**src/rtl/fpp_pkg.sv**
```systemverilog
package fpp_pkg;
    localparam int REL_W  = 4;
    localparam int CODE_W = REL_W + 1;
    localparam int HALF_W = REL_W - 1;
    localparam logic [REL_W-1:0] REL_EQUAL    = REL_W'(1);
    localparam logic [REL_W-1:0] REL_NOTEQUAL = REL_W'((1 << REL_W) - 2);

    typedef struct packed {
        logic neg;
        logic zero;
        logic nan;
    } ccbits_t;

    typedef enum logic {
        ST_IDLE,
        ST_REPORT
    } rpt_state_t;
endpackage

```
**src/rtl/fpp_cc_hold.sv**
```systemverilog
module fpp_cc_hold
    import fpp_pkg::*;
(
    input  logic    clk,
    input  logic    rst_n,
    input  logic    wr,
    input  ccbits_t d,
    output ccbits_t q
);
    always_ff @(posedge clk or negedge rst_n) begin
        if (!rst_n) begin
            q <= '0;
        end else if (wr) begin
            q <= d;
        end
    end


    cc_hold_chk: assert property (@(posedge clk) disable iff (!rst_n)
        !wr |=> $stable(q));
endmodule

```
**src/rtl/fpp_rel_eval.sv**
```systemverilog
module fpp_rel_eval
    import fpp_pkg::*;
(
    input  ccbits_t           cc,
    input  logic [CODE_W-1:0] code,
    output logic              truth,
    output logic              unord_hit
);
    logic              is_eq, is_gt, is_lt, is_un;
    logic [REL_W-1:0]  rel;
    logic [HALF_W-1:0] half_sel;
    logic              half_val;

    assign is_un = cc.nan;
    assign is_eq = cc.zero & ~cc.nan;
    assign is_gt = ~cc.neg & ~cc.zero & ~cc.nan;
    assign is_lt = cc.neg & ~cc.zero & ~cc.nan;
    assign rel   = code[REL_W-1:0];

    // upper half of the relation space is the complement of the mirrored lower half
    assign half_sel = rel[REL_W-1] ? ~rel[HALF_W-1:0] : rel[HALF_W-1:0];

    always_comb begin
        unique case (half_sel)
            3'd0: half_val = 1'b0;
            3'd1: half_val = is_eq;
            3'd2: half_val = is_gt;
            3'd3: half_val = is_gt | is_eq;
            3'd4: half_val = is_lt;
            3'd5: half_val = is_lt | is_eq;
            3'd6: half_val = is_gt | is_lt;
            default: half_val = ~is_un;
        endcase
    end

    assign truth     = rel[REL_W-1] ? ~half_val : half_val;
    assign unord_hit = code[CODE_W-1] & is_un
                     & (rel != REL_EQUAL) & (rel != REL_NOTEQUAL);
endmodule

```
**src/rtl/fpp_report_fsm.sv**
```systemverilog
module fpp_report_fsm
    import fpp_pkg::*;
(
    input  logic clk,
    input  logic rst_n,
    input  logic go,
    input  logic truth,
    input  logic hit,
    input  logic trap_en,
    input  logic clr,
    output logic vld,
    output logic res,
    output logic flag,
    output logic trap
);
    rpt_state_t state_q, state_d;

    always_comb begin
        unique case (state_q)
            ST_IDLE:   state_d = go ? ST_REPORT : ST_IDLE;
            ST_REPORT: state_d = go ? ST_REPORT : ST_IDLE;
            default:   state_d = ST_IDLE;
        endcase
    end

    always_ff @(posedge clk or negedge rst_n) begin
        if (!rst_n) begin
            state_q <= ST_IDLE;
        end else begin
            state_q <= state_d;
        end
    end

    always_ff @(posedge clk or negedge rst_n) begin
        if (!rst_n) begin
            res  <= 1'b0;
            trap <= 1'b0;
            flag <= 1'b0;
        end else begin
            res  <= go & truth;
            trap <= go & hit & trap_en;
            if (go && hit) begin
                flag <= 1'b1;
            end else if (clr) begin
                flag <= 1'b0;
            end
        end
    end

    assign vld = (state_q == ST_REPORT);


    res_vld_chk: assert property (@(posedge clk) disable iff (!rst_n)
        vld |-> $past(go));

    res_quiet_chk: assert property (@(posedge clk) disable iff (!rst_n)
        !vld |-> !res);

    flag_sticky_chk: assert property (@(posedge clk) disable iff (!rst_n)
        flag && !clr |=> flag);

    trap_pulse_chk: assert property (@(posedge clk) disable iff (!rst_n)
        trap |-> (flag && vld));
endmodule

```
**src/rtl/fpp_cond_unit.sv**
```systemverilog
module fpp_cond_unit
    import fpp_pkg::*;
(
    input  logic       clk,
    input  logic       rst_n,
    input  logic       cc_wr,
    input  logic       cc_neg,
    input  logic       cc_zero,
    input  logic       cc_nan,
    input  logic       eval_go,
    input  logic [4:0] eval_code,
    input  logic       trap_en,
    input  logic       flag_clr,
    output logic       res_vld,
    output logic       res_bit,
    output logic       unord_flag,
    output logic       trap_req
);
    ccbits_t cc_new, cc_held;
    logic    truth, hit;

    assign cc_new = '{neg: cc_neg, zero: cc_zero, nan: cc_nan};

    fpp_cc_hold i_hold (
        .clk   (clk),
        .rst_n (rst_n),
        .wr    (cc_wr),
        .d     (cc_new),
        .q     (cc_held)
    );

    fpp_rel_eval i_eval (
        .cc        (cc_held),
        .code      (eval_code),
        .truth     (truth),
        .unord_hit (hit)
    );

    fpp_report_fsm i_fsm (
        .clk     (clk),
        .rst_n   (rst_n),
        .go      (eval_go),
        .truth   (truth),
        .hit     (hit),
        .trap_en (trap_en),
        .clr     (flag_clr),
        .vld     (res_vld),
        .res     (res_bit),
        .flag    (unord_flag),
        .trap    (trap_req)
    );


    quiet_group_chk: assert property (@(posedge clk) disable iff (!rst_n)
        eval_go && !eval_code[4] && !unord_flag && !flag_clr |=> !unord_flag);

    signal_group_chk: assert property (@(posedge clk) disable iff (!rst_n)
        eval_go && eval_code[4] && cc_held.nan
        && eval_code[3:0] != 4'd1 && eval_code[3:0] != 4'd14 |=> unord_flag);

    unordered_gt_chk: assert property (@(posedge clk) disable iff (!rst_n)
        eval_go && cc_held.nan && eval_code[3:0] == 4'd2 |=> !res_bit);
endmodule

```
**config.mk**
```make
export PLATFORM = sky130hd
export DESIGN_NAME = fpp_cond_unit
export DESIGN_NICKNAME = d
export VERILOG_FILES = /design/src/rtl/fpp_pkg.sv /design/src/rtl/fpp_cc_hold.sv /design/src/rtl/fpp_rel_eval.sv /design/src/rtl/fpp_report_fsm.sv /design/src/rtl/fpp_cond_unit.sv
export SDC_FILE = /design/constraint.sdc
export NUM_CORES = 1
export LEC_CHECK = 0
export ABC_AREA = 1
export BUFFER_PORTS_ARGS = -buffer_cell sky130_fd_sc_hd__buf_2
export CAP_MARGIN = 20
export CORE_AREA = 2 2 39 41
export DETAILED_ROUTE_END_ITERATION = 10
export DIE_AREA = 0 0 41 43
export HOLD_SLACK_MARGIN = 0.02
export SLEW_MARGIN = 20
export SYNTH_ARGS = -nofsm -noshare
export SYNTH_HDL_FRONTEND = slang
export SYNTH_SLANG_ARGS = --single-unit
```
**constraint.sdc**
```tcl
create_clock -name clk -period 1.72 [get_ports clk]
set_input_delay 0.344 -clock clk [delete_from_list [all_inputs] [get_ports clk]]
set_output_delay 0.344 -clock clk [all_outputs]
set_load 0.05 [all_outputs]
```
==> results.json <==
{
  "worst-path-stages": 1,
  "gp_congestion": 0.720,
  "drtAntennaViolNets": 0,
  "drc": 0,
  "vias_per_cell": 4.22,
  "rsz0062_at_grt": "no",
  "grt_usage": 0.104,
  "reg2reg_to": "i_fsm.res",
  "diodes": 0,
  "required_ps": 1380,
  "crit_chain": "buf_2",
  "setup-tns-final_ps": 0,
  "postCtsSetupBuffers": 0,
  "clk_latency_ps": 250,
  "cp_slowest_cell": "dfrtp_1",
  "antenna_found_initial": 0,
  "finClkSkew_ps": 6.72,
  "critPathMaxFanout": 2,
  "layout_setup_ws_ps": 520,
  "grt_pass1_vias": 312,
  "criticalPathCategory": "reg2out",
  "max_freq_mhz": 833,
  "num_rows": 14,
  "cts_buffers": 3,
  "timing.rr.start": "i_hold.q[1]",
  "postSynthCellCount": 41,
  "drt_first_pass_iters": 2,
  "layout_common_cells": "buf_2 (17), nand2_1 (9), inv_1 (8)",
  "tightest_slew_ps": 247,
  "cts_root_buf": "clkbuf_4",
  "grt_pass1_wl_um": 1130,
  "hold_violations": 0,
  "area_growth_pct": 40.4,
  "dieArea_sq_um": 1760,
  "maxSlewViolCount": 0,
  "setup_viol": 0,
  "final_common_cell": "buf_2",
  "clock-sinks": 7,
  "cts_tree": "done",
  "cp.arrival_ps": 860,
  "die_x_um": 41,
  "peakVddDrop_v": 0.000387,
  "drt-initial-drc-count": 4,
  "clockBufferDepth": 2,
  "crit_path_max_incr_delay_ps": 340,
  "ff2ff_path_depth": 5,
  "synth_top_area_cell": "dfrtp_1",
  "fin_crit_sh": 0.698,
  "postCtsHoldBufs": 1,
  "p_per_area_nw_per_um2": 847,
  "die_h_um": 43,
  "synth_cell_types": 12,
  "synth.area.top_cells": "dfrtp_1 (50%), nand2_1 (9.6%), inv_1 (8.6%)",
  "wl_um": 679,
  "synth_seq_cells": 7,
  "wl_per_cell_um": 8.59,
  "grt_overflow": 0,
  "min_path_cells": 1,
  "synth_area_sq_um": 350,
  "place_ws_ps": 508,
  "cts-resized-gates": 0,
  "hold_class": "in2reg",
  "cp-start-kind": "flip-flop",
  "status": "finished clean",
  "dp.cells": 74,
  "instances_no_fill": 79,
  "crit_buf_inv": 1,
  "clk_pin_slew_ps": 50,
  "min_period_ps": 1200,
  "slew_headroom": 0.836,
  "fin_nets": 80,
  "synth_top_area_frac": 0.500,
  "drv_cap": 0,
  "io_buffers": 17,
  "ys_warn_count": 0,
  "core_area_sq_um": 1380,
  "pin_count": 18,
  "fin_util": 0.355,
  "p_leak_nw": 0.279,
  "cp-startpoint": "i_fsm.flag",
  "seq_area_frac_synth": 0.500,
  "crit_family": "flip-flops",
  "vias": 333,
  "grt_max_degree": 8,
  "r2r_slack_ps": 910,
  "syn_avg_cell_area_sq_um": 8.54,
  "start_util": 0.253,
  "drive_gt1_frac": 0.413,
  "cp-endpoint": "unord_flag",
  "synth_nets": 57,
  "htree_levels": 1,
  "total_power_mw": 0.417,
  "end_kind": "output pin",
  "hpwl_um": 561
}
## state kept, by name, summed over array words and instances (netlist names)
signal and cells:
i_fsm.trap 1, i_fsm.flag 1, i_hold.q 3, i_fsm.res 1
i_fsm.vld 1
## worst reg2reg max path, cell delays in order (launching register included)
cell and delay, ps:
dfrtp_1 380, inv_2 70, nand3_1 70, nand2_1 60
nand2_1 50, a21oi_2 120
## synthesized netlist by cell type (all sizes together)
cell type  number
inv            10
dfrtp           7
nand2           9
o21ai           4
nand3           4
ha              2
o211ai          1
nor2            2
a21oi           2
## report_power, final
part           internal (mW)  switching [mW]  total [mW]
sequential             0.178         0.00646       0.184
combinational         0.0305          0.0553      0.0858
clock                 0.0884          0.0583       0.147
total                  0.296           0.120       0.417
## metal layers
metal	track usage	vias up	wire length (um)
met5	0	-	0
met4	0.0400	0	0
met3	0.0942	0	100
met2	0.163	18	334
met1	0.0885	143	245
li1	-	172	-
## layout make-up
type,instances,area [sq um]
fillers,147,892
flip-flops and latches,7,175
multi-input cells,24,138
repair buffers,18,95.1
inverters,10,37.5
clock buffers,4,26.3
well taps,16,20.0
## stage by stage
| stage | hold slack [ps] | instance area [sq um] |
|---|---|---|
| floorplan | 48.4 | 350 |
| global placement | 183 | 455 |
| detailed placement | 185 | 455 |
| CTS | 210 | 492 |
| global route | 217 | 492 |
| finish | 220 | 492 |
## logic make-up after synthesis
| logic type | synth area share |
|---|---|
| DFF | 0.500 |
| AOI/OAI and AO/OA | 0.132 |
| buffers and inverters | 0.107 |
| and+or+nand+nor | 0.189 |
| adders and majority gates | 0.0714 |
## worst min-delay path by stage
stage | start | endpoint | slack [ps]
finish | eval_go | i_fsm.vld | 220
global route | eval_go | i_fsm.vld | 220
CTS | eval_go | i_fsm.vld | 210
detailed placement | rst_n | i_fsm.trap | 180
global placement | rst_n | i_fsm.trap | 180
floorplan | rst_n | i_fsm.flag | 50
(Power assumes the default switching activity.)
